--- config.mk ---
export PLATFORM = sky130hd
export DESIGN_NAME = sysctl_regbank
export DESIGN_NICKNAME = d
export VERILOG_FILES = /design/src/rtl/sysctl_pkg.sv /design/src/rtl/sysctl_slots.sv /design/src/rtl/sysctl_timer.sv /design/src/rtl/sysctl_random.sv /design/src/rtl/sysctl_regbank.sv
export SDC_FILE = /design/constraint.sdc
export NUM_CORES = 2
export LEC_CHECK = 0
export ABC_AREA = 1
export BUFFER_PORTS_ARGS = -buffer_cell sky130_fd_sc_hd__buf_2
export CORE_UTILIZATION = 45
export DETAILED_ROUTE_END_ITERATION = 10
export GPL_ROUTABILITY_DRIVEN = 0
export PLACE_DENSITY = 0.61
export SYNTH_ARGS = -nofsm -noshare
export SYNTH_HDL_FRONTEND = slang
export SYNTH_HIERARCHICAL = 1
export SYNTH_SLANG_ARGS = --single-unit
export TNS_END_PERCENT = 100
--- constraint.sdc ---
create_clock -name clk -period 14.95 [get_ports clk]
set_input_delay 0.7475 -clock clk [delete_from_list [all_inputs] [get_ports clk]]
set_output_delay 0.7475 -clock clk [all_outputs]
set_load 0.02 [all_outputs]
--- src/rtl/sysctl_pkg.sv ---
package sysctl_pkg;

   localparam int NSLOT = 32;
   localparam int DW    = 64;

   localparam logic [4:0] SL_TLBIDX = 5'd0;
   localparam logic [4:0] SL_RANDOM = 5'd1;
   localparam logic [4:0] SL_LO0    = 5'd2;
   localparam logic [4:0] SL_LO1    = 5'd3;
   localparam logic [4:0] SL_CTX    = 5'd4;
   localparam logic [4:0] SL_PGMASK = 5'd5;
   localparam logic [4:0] SL_WIRED  = 5'd6;
   localparam logic [4:0] SL_COUNT  = 5'd9;
   localparam logic [4:0] SL_HI     = 5'd10;
   localparam logic [4:0] SL_CMP    = 5'd11;
   localparam logic [4:0] SL_STATUS = 5'd12;
   localparam logic [4:0] SL_CAUSE  = 5'd13;
   localparam logic [4:0] SL_PRID   = 5'd15;
   localparam logic [4:0] SL_CONFIG = 5'd16;

   localparam logic [63:0] PGMASK_KEEP = 64'h0000_0000_01FF_E000;
   localparam logic [63:0] HI_KEEP     = 64'hC000_00FF_FFFF_E0FF;
   localparam logic [63:0] LO_KEEP     = 64'h0000_0000_3FFF_FFFF;

   typedef enum logic [1:0] {
      MODE_KERNEL = 2'b00,
      MODE_SUPER  = 2'b01,
      MODE_USER   = 2'b10,
      MODE_RSVD   = 2'b11
   } priv_mode_e;

   function automatic logic [63:0] sext32(input logic [31:0] v);
      return {{32{v[31]}}, v};
   endfunction

   // Slots held in the generic storage array; the others live elsewhere
   // (timer, replacement logic) or are constants.
   function automatic logic slot_is_stored(input int s);
      return !(s == 1 || s == 9 || s == 11 || s == 15 || s == 16);
   endfunction

   function automatic logic [63:0] slot_keep(input int s, input int idxw);
      case (s)
         2, 3:    return LO_KEEP;
         5:       return PGMASK_KEEP;
         6:       return (64'd1 << idxw) - 64'd1;
         10:      return HI_KEEP;
         default: return '1;
      endcase
   endfunction

endpackage

--- src/rtl/sysctl_slots.sv ---
module sysctl_slots
   import sysctl_pkg::*;
#(
   parameter int IDXW = 4
) (
   input  logic        clk,
   input  logic        rst_n,
   input  logic        wr_en,
   input  logic [4:0]  wr_sel,
   input  logic [63:0] wr_val,
   output logic [63:0] slot_q [NSLOT]
);

   for (genvar g = 0; g < NSLOT; g++) begin : g_slot
      if (slot_is_stored(g)) begin : g_rw
         localparam logic [63:0] KEEP = slot_keep(g, IDXW);
         always_ff @(posedge clk or negedge rst_n) begin
            if (!rst_n)
               slot_q[g] <= '0;
            else if (wr_en && (wr_sel == 5'(g)))
               slot_q[g] <= wr_val & KEEP;
         end
      end else begin : g_none
         assign slot_q[g] = '0;
      end
   end

endmodule

--- src/rtl/sysctl_timer.sv ---
module sysctl_timer #(
   parameter int DIVISOR = 2,
   parameter int CW      = 32
) (
   input  logic          clk,
   input  logic          rst_n,
   input  logic          cnt_wr,
   input  logic          cmp_wr,
   input  logic [CW-1:0] wval,
   output logic [CW-1:0] count_q,
   output logic [CW-1:0] compare_q,
   output logic          irq_q
);

   localparam int PW = (DIVISOR > 1) ? $clog2(DIVISOR) : 1;

   logic tick;
   logic past_ok;

   initial begin
      assert (DIVISOR >= 1) else $error("sysctl_timer: DIVISOR must be at least 1");
   end

   if (DIVISOR == 1) begin : g_nodiv
      assign tick = 1'b1;
   end else begin : g_div
      logic [PW-1:0] pre_q;
      always_ff @(posedge clk or negedge rst_n) begin
         if (!rst_n)
            pre_q <= '0;
         else if (cnt_wr || (pre_q == PW'(DIVISOR - 1)))
            pre_q <= '0;
         else
            pre_q <= pre_q + 1'b1;
      end
      assign tick = (pre_q == PW'(DIVISOR - 1));
   end

   always_ff @(posedge clk or negedge rst_n) begin
      if (!rst_n) begin
         count_q   <= '0;
         compare_q <= '0;
         irq_q     <= 1'b0;
         past_ok   <= 1'b0;
      end else begin
         past_ok <= 1'b1;
         if (cnt_wr)
            count_q <= wval;
         else if (tick)
            count_q <= count_q + 1'b1;
         if (cmp_wr)
            compare_q <= wval;
         if (cmp_wr)
            irq_q <= 1'b0;
         else if (tick && !cnt_wr && ((count_q + 1'b1) == compare_q))
            irq_q <= 1'b1;
      end
   end


   cmp_clear_chk: assert property (@(posedge clk) disable iff (!rst_n)
      cmp_wr |=> !irq_q);


   irq_match_chk: assert property (@(posedge clk) disable iff (!rst_n)
      (past_ok && $rose(irq_q)) |-> (count_q == compare_q));


   count_step_chk: assert property (@(posedge clk) disable iff (!rst_n)
      (past_ok && !$past(cnt_wr)) |->
         ((count_q == $past(count_q)) || (count_q == $past(count_q) + 1'b1)));

endmodule

--- src/rtl/sysctl_random.sv ---
module sysctl_random #(
   parameter int TLB_ENTRIES = 16,
   parameter int IDXW        = 4,
   parameter int CNTW        = 8
) (
   input  logic            clk,
   input  logic            rst_n,
   input  logic [IDXW-1:0] wired,
   output logic [IDXW-1:0] rand_idx
);

   localparam logic [IDXW:0] ENT = (IDXW + 1)'(TLB_ENTRIES);

   logic [CNTW-1:0] free_q;
   logic [IDXW:0]   span;
   logic [CNTW-1:0] divisor;
   logic [IDXW:0]   rem;
   logic [IDXW:0]   rand_sum;

   initial begin
      assert (CNTW > IDXW) else $error("sysctl_random: CNTW must exceed IDXW");
      assert (TLB_ENTRIES >= 2) else $error("sysctl_random: need two entries");
   end

   always_ff @(posedge clk or negedge rst_n) begin
      if (!rst_n)
         free_q <= '0;
      else
         free_q <= free_q + 1'b1;
   end

   always_comb begin
      span    = ENT - {1'b0, wired};
      divisor = (span == '0) ? CNTW'(1) : {{(CNTW - IDXW - 1){1'b0}}, span};
      rem     = (IDXW + 1)'(free_q % divisor);
      if ({1'b0, wired} >= (ENT - 1'b1))
         rand_sum = ENT - 1'b1;
      else
         rand_sum = {1'b0, wired} + rem;
   end

   assign rand_idx = rand_sum[IDXW-1:0];


   rand_in_range_chk: assert property (@(posedge clk) disable iff (!rst_n)
      (rand_sum < ENT) &&
      ((rand_sum >= {1'b0, wired}) || ({1'b0, wired} >= ENT)));

endmodule

--- src/rtl/sysctl_regbank.sv ---
module sysctl_regbank
   import sysctl_pkg::*;
#(
   parameter int          TLB_ENTRIES = 16,
   parameter int          DIVISOR     = 2,
   parameter int          FREE_W      = 8,
   parameter logic [63:0] PRID_VAL    = 64'h0000_0000_0000_0A31,
   parameter logic [63:0] CONFIG_VAL  = 64'h0000_0000_8000_C0DE,
   localparam int         IDXW        = $clog2(TLB_ENTRIES)
) (
   input  logic            clk,
   input  logic            rst_n,
   input  logic            wr_en,
   input  logic            wr_wide,
   input  logic [4:0]      wr_sel,
   input  logic [63:0]     wr_data,
   input  logic [4:0]      rd_sel,
   input  logic            rd_wide,
   output logic [63:0]     rd_data,
   input  logic            priv_req,
   output logic            priv_fault,
   output logic [1:0]      mode,
   output logic            timer_irq,
   output logic            irq_pending,
   output logic [IDXW-1:0] rand_idx
);

   logic [63:0]     wval;
   logic [63:0]     slot_q [NSLOT];
   logic [31:0]     count_q;
   logic [31:0]     compare_q;
   logic [IDXW-1:0] wired;
   logic [63:0]     status_v;
   logic [63:0]     cause_v;
   logic [63:0]     raw;
   logic            cnt_wr;
   logic            cmp_wr;

   initial begin
      assert (TLB_ENTRIES >= 2 && TLB_ENTRIES <= 1024)
         else $error("sysctl_regbank: TLB_ENTRIES out of range");
   end

   // 32-bit moves carry only the low half of the source
   assign wval   = wr_wide ? wr_data : {32'b0, wr_data[31:0]};
   assign cnt_wr = wr_en && (wr_sel == SL_COUNT);
   assign cmp_wr = wr_en && (wr_sel == SL_CMP);

   sysctl_slots #(.IDXW(IDXW)) i_slots (
      .clk    (clk),
      .rst_n  (rst_n),
      .wr_en  (wr_en),
      .wr_sel (wr_sel),
      .wr_val (wval),
      .slot_q (slot_q)
   );

   sysctl_timer #(.DIVISOR(DIVISOR), .CW(32)) i_timer (
      .clk       (clk),
      .rst_n     (rst_n),
      .cnt_wr    (cnt_wr),
      .cmp_wr    (cmp_wr),
      .wval      (wval[31:0]),
      .count_q   (count_q),
      .compare_q (compare_q),
      .irq_q     (timer_irq)
   );

   assign wired = slot_q[SL_WIRED][IDXW-1:0];

   sysctl_random #(.TLB_ENTRIES(TLB_ENTRIES), .IDXW(IDXW), .CNTW(FREE_W)) i_random (
      .clk      (clk),
      .rst_n    (rst_n),
      .wired    (wired),
      .rand_idx (rand_idx)
   );

   assign status_v = slot_q[SL_STATUS];
   assign cause_v  = slot_q[SL_CAUSE] | (64'(timer_irq) << 15);

   always_comb begin
      case (rd_sel)
         SL_RANDOM: raw = {{(64 - IDXW){1'b0}}, rand_idx};
         SL_COUNT:  raw = sext32(count_q);
         SL_CMP:    raw = sext32(compare_q);
         SL_CAUSE:  raw = cause_v;
         SL_PRID:   raw = PRID_VAL;
         SL_CONFIG: raw = CONFIG_VAL;
         default:   raw = slot_q[rd_sel];
      endcase
   end

   assign rd_data     = rd_wide ? raw : sext32(raw[31:0]);
   assign mode        = status_v[4:3];
   assign priv_fault  = priv_req && (mode != MODE_KERNEL);
   assign irq_pending = status_v[0] && (|(status_v[15:8] & cause_v[15:8]));


   narrow_sext_chk: assert property (@(posedge clk) disable iff (!rst_n)
      !rd_wide |-> (rd_data[63:32] == {32{rd_data[31]}}));


   wired_wr_chk: assert property (@(posedge clk) disable iff (!rst_n)
      (wr_en && (wr_sel == SL_WIRED)) |=> (wired == $past(wval[IDXW-1:0])));

endmodule

# Word-level counts from Yosys, hierarchy flattened
# Cells that the tools add are included.
# op_classes
shift	0
bitwise_logic	3
n_mux	13
div_mod_pow	1
mul	0
n_eq_ne	35
add_sub_neg	5
reduce_logical	41
n_lt_le_gt_ge	2
# ops
operator	n
$pmux W64 S6	1
$bmux W64 S5	1
$mux W64	4
$eq A5 B5 Y1 const B	16
$mux W32	2
$or A64 B16 Y64	1
$eq A5 B4 Y1 const B	11
$logic_and A1 B1 Y1	33
$add A32 B1 Y32 const B	1
$eq A32 B32 Y1	1
$eq A5 B3 Y1 const B	4
$eq A5 B2 Y1 const B	2
$logic_not A5 Y1	2
$add A8 B1 Y8 const B	1
$and A8 B8 Y8	1
$mod A8 B8 Y8	1
$reduce_or A8 Y1	1
$ge A6 B6 Y1 const B	1
$not A5 Y6	1
$reduce_bool A2 Y1	3
$eq A5 B1 Y1 const B	1
$mux W5	1
$sub A5 B4 Y5 const A	1
$add A4 B4 Y4	1
6 further kinds	8
# word_totals
out_inout_bits	73
mem_count	0
wordCells	132
ff_bits	1595
ram_bits	0
in_bits	80
mem_bits_ro	0
latch_bits	0

# Depth between registers and ports, before layout
# depth
depth_word	8
ltp_mapped	93

# Cells and area by module
# Netlist, hierarchy kept.
# by_module_without_submodules
module	cells_per_inst	instances	area_each_um2
sysctl_slots	7315	1	64211.6
sysctl_regbank	4959	1	21310.4
sysctl_timer	645	1	4334.2
sysctl_random	316	1	2047.0

# Least setup slack after synthesis
# OpenSTA, ideal clock, no wires.
# synth_timing
path_kind	register -> output
from	register i_slots/slot_q[1600] (netlist bit)
to	output rd_data[2]
arrival_ns	10.552
slack_ns	3.650
path_stages_with_launch	87
cell_sequence	dfrtp_1 inv_2 ha_1 inv_1 nor2_2 inv_1 nand2_1 nand2_1 nor2_1 a21oi_1 ha_1 o21ai_0 nand2_1 nand4_1 inv_1 nand2_1 nand2_1 inv_1 [51 not listed] fa_1 or2_2 a31oi_1 o21a_1 nor2_1 o21ai_1 nor2_4 nand3_4 a21oi_1 ha_1 fa_1 nand2_1 inv_1 o21ai_0 inv_1 o2111ai_1 a21oi_1 nand2_1
# synth_between
elab_chain_len	8
# synth_lines
item	line_no	rtl
from (decl)	sysctl_slots.sv:11	output logic [63:0] slot_q [NSLOT]
from (signal, indexed assignment)	sysctl_slots.sv:21	slot_q[g] <= wr_val & KEEP;
$sub A5 B4 Y5	sysctl_random.sv:33	span = ENT - {1'b0, wired};
$logic_not A5 Y1	sysctl_random.sv:34	divisor = (span == '0) ? CNTW'(1) : {{(CNTW - IDXW - 1){1'b0}}, span};
$mux W5	sysctl_random.sv:34	
$mod A8 B8 Y8	sysctl_random.sv:35	rem = (IDXW + 1)'(free_q % divisor);
$add A4 B4 Y4	sysctl_random.sv:39	rand_sum = {1'b0, wired} + rem;
$mux W4 *	sysctl_random.sv:36	if ({1'b0, wired} >= (ENT - 1'b1))
named net rand_idx[2]	sysctl_regbank.sv:25	output logic [IDXW-1:0] rand_idx
$pmux W64 S6 *	sysctl_regbank.sv:82	case (rd_sel)
$mux W64 *	sysctl_regbank.sv:93	assign rd_data = rd_wide ? raw : sext32(raw[31:0]);
to (decl)	sysctl_regbank.sv:19	output logic [63:0] rd_data,
# Mark *: on every way through the listed nets, which the timed path passes. The rest lies on a longest branch.

# Worst setup path in the final report
# layout_timing
from	register i_slots/slot_q[1600] (netlist bit)
to	output rd_data[3]
# layout_between
elab_chain_len	8
# layout_lines
item	line_no
$sub A5 B4 Y5	sysctl_random.sv:33
$logic_not A5 Y1	sysctl_random.sv:34
$mux W5	sysctl_random.sv:34
$mod A8 B8 Y8	sysctl_random.sv:35
$add A4 B4 Y4	sysctl_random.sv:39
$mux W4 *	sysctl_random.sv:36
$pmux W64 S6 *	sysctl_regbank.sv:82
$mux W64 *	sysctl_regbank.sv:93
# Mark *: on every way between the ends. The rest lies on a longest branch, timed or not.

==> flow_metrics.tcl <==
set metrics [dict create \
    synth_top_area_cell "dfrtp_1" \
    yosys_register_bits 1595 \
    async_flop_share_pct 100 \
    drc 0 \
    worst_pin_slew_ns 1.34 \
    cts_tree "built" \
    antenna_found_initial 7 \
    cpMostUsedCell "nand2_1" \
    yosysUniqueCellTypes 56 \
    grt_pass1_wl_um 563000 \
    numCtsBuffers 176 \
    cp-end-kind "primary output" \
    path_depth 90 \
    p_sw_w 0.00565 \
    combPwrFrac_pct 32.9 \
    synthTopCellsByArea "dfrtp_1, nand2_1, nand3_1, buf_4, nor2_1" \
    status "complete, no violations" \
    avgSynthCellArea_um2 6.94 \
    worst_ep_required_time_ns 14.20 \
    skew_ns 0.00993 \
    seqPwrFrac_pct 36.3 \
    p_leak_nw 51.4 \
    finalHoldViolCount 0 \
    cts-root-buf "clkbuf_16" \
    reg2regPathDepth 15 \
    htreeDepth 4 \
    synth.cell_area_um2 91900 \
    io_pins 153 \
    rows 165 \
    overflow 0 \
    p_per_area_nw_per_um2 154 \
    synth-main-ff-cell "dfrtp_1" \
    synth_edf_count 0 \
    synth_top_area_share_pct 43.4 \
    dieArea_um2 206000 \
    finalPower_w 0.0150 \
    critPathTopFamily "simple AND/OR/NAND/NOR gates" \
    die_x_um 454 \
    vias_per_cell 5.79 \
    cp_slowest_cell "dfrtp_1" \
    pwr-share-clk_pct 30.8 \
    relSlewSlack_pct 10.7 \
    max_freq_mhz 73.3 \
    internal_power_w 0.00936 \
    critPathBufInv 16 \
    grt_max_degree 180 \
    critPathLaunchType "register" \
    via_count 89800 \
    switching_share_pct 37.7 \
    synth_common_cells "nand2_1, nand3_1, dfrtp_1" \
    cap_violations 0 \
    synthCells 13200 \
    post-route-period-util_pct 91.2 \
    setup_viol 0 \
    grt_usage_pct 36.3 \
    crit_path_max_fanout 8 \
    timing.hold.ws_ns 0.457 \
    nNetsFinal 12800 \
    period_needed_ns 13.63 \
    wirelength_um 380000 \
    drt_iter0_drc 12700 \
    cts.sinks 1595 \
    post_drt_wl_per_cell_um 24.5 \
    seq_area_frac_synth_pct 43.4 \
    tns_ns 0 \
    holdPathStages 3 \
    crit_path_max_incr_delay_ns 0.46 \
    crit_arrival_ns 12.89 \
    clock_path_buffers 3 \
    die_h_um 454 \
    ant_nets 0 \
    peakVddDrop_mv 0.362 \
    drive_gt1_share_pct 5.47 \
    drt-pass1-iter-count 6 \
    start_util_pct 45.4 \
    insertion_delay_ns 0.83 \
    grt_pass1_vias 85500 \
    synth.most_common_cell "nand2_1" \
    slew_violations 0 \
    crit_type "register to primary output" \
    syn_to_final_growth_pct 5.91 \
    rsz0062_at_grt "false" \
    clk_pin_slew_worst_paths_ns 0.06 \
    yosys_warnings 6 \
    core_area_um2 203000 \
    worstHoldPathType "input pin to register" \
    dp_hpwl_um 199000 \
    numPortBuffers 152 \
    post_cts_buffers 0 \
]
-- layout by cell type (no fill, tap or decap), drive strengths merged, types with 3 or more instances in the layout --
| cell type | instances |
|---|---|
| a41oi | 32 |
| conb | 527 |
| mux2 | 4 |
| nand2 | 5570 |
| ha | 35 |
| nand4 | 133 |
| a21oi | 205 |
| a22oi | 103 |
| o211ai | 36 |
| dfrtp | 1595 |
| o221ai | 19 |
| xnor2 | 10 |
| clkinv | 19 |
| xor2 | 15 |
| buf | 319 |
| clkbuf | 274 |
| bufinv | 18 |
| a31oi | 90 |
| a22o | 18 |
| a221oi | 10 |
| inv | 645 |
| diode | 4 |
| nor2 | 713 |
| o21a | 3 |
| o21bai | 3 |
| nand3 | 1986 |
| nor3 | 3 |
| o21ai | 422 |
-- final cells by class --
class                           count  area [um2]
Antenna cell                        4        10.0
Clock buffer                      274        5270
Clock inverter                     40         674
Fill cell                       20300      105000
Inverter                          644        2460
Multi-Input combinational cell   9954       43500
Sequential cell                  1595       39900
Tap cell                         2672        3340
Timing Repair Buffer              320        2200
-- power groups by stage --
stage / registers [W] / logic (W) / clock network [W]
after floorplan: 0.00538 / 0.00369 / 0
after global placement: 0.00547 / 0.00470 / 0
after detailed placement: 0.00549 / 0.00483 / 0
after CTS: 0.00542 / 0.00485 / 0.00464
after global routing: 0.00551 / 0.00553 / 0.00481
final: 0.00545 / 0.00495 / 0.00462
-- cells by family after synthesis --
kind of cell,synth area share [%]
flip-flops,43.4
buffers and inverters,11.8
adder cells (fa/ha/maj),0.520
other,0.00408
AO/OA/AOI/OAI,6.06
AND/OR/NAND/NOR,37.8
multiplexers,0.0490
XOR/XNOR,0.263
-- tightest hold or removal path, delay by kind of cell --
family	cells	cell delay (ns)
buffers and inverters	1	0.29
AND/OR/NAND/NOR	2	0.20
-- per-layer routing --
| layer | global-route usage, % | vias up | part of all wire [%] |
|---|---|---|---|
| li1 | - | 39900 | - |
| met5 | 0.210 | - | 0.0089 |
| met1 | 47.0 | 43200 | 39 |
| met4 | 21.4 | 6 | 6.7 |
| met2 | 56.1 | 5508 | 44 |
| met3 | 7.37 | 1184 | 11 |
-- final timing paths --
kind,start,endpoint,slack [ns]
worst max-delay path,i_slots/slot_q[1600]$_DFFE_PN0P_,rd_data[3],1.32
worst min-delay path,wr_data[4],i_slots/slot_q[1988]$_DFFE_PN0P_,0.46
worst max register to register,i_timer/count_q[0]$_DFFE_PN0P_,i_timer/irq_q$_DFFE_PN0P_,12.46
worst min register to register,i_slots/slot_q[1108]$_DFFE_PN0P_,i_slots/slot_q[1108]$_DFFE_PN0P_,0.47
max in group asynchronous,rst_n,i_slots/slot_q[464]$_DFFE_PN0P_,10.92
min in group asynchronous,rst_n,i_slots/slot_q[100]$_DFFE_PN0P_,0.54
-- through the flow --
step / worst slack, ns / area [um2] / std cells / util (%)
6_report: 1.32 / 97300 / 15500 / 48.1
3_3_place_gp: 2.61 / 91400 / 15200 / 45.1
4_1_cts: 1.43 / 97300 / 15500 / 48.1
2_1_floorplan: 3.65 / 93900 / 13800 / -
5_1_grt: 0.237 / 97300 / 15500 / 48.1
3_5_place_dp: 2.35 / 91400 / 15200 / 45.1
-- state kept, by name (all words and copies together), names as in the netlist --
name                 count
i_timer/count_q         32
i_timer/irq_q            1
i_timer/g_div.pre_q      1
i_random/free_q          8
i_slots/slot_q        1521
i_timer/compare_q       32
-- repair_timing --
action	in CTS	in global routing
resized for setup	0	0
setup endpoints to repair	0	0
hold buffers	1	0
endpoints found under the hold margin	20	0
Note: power is estimated with default switching activity, not from simulation.
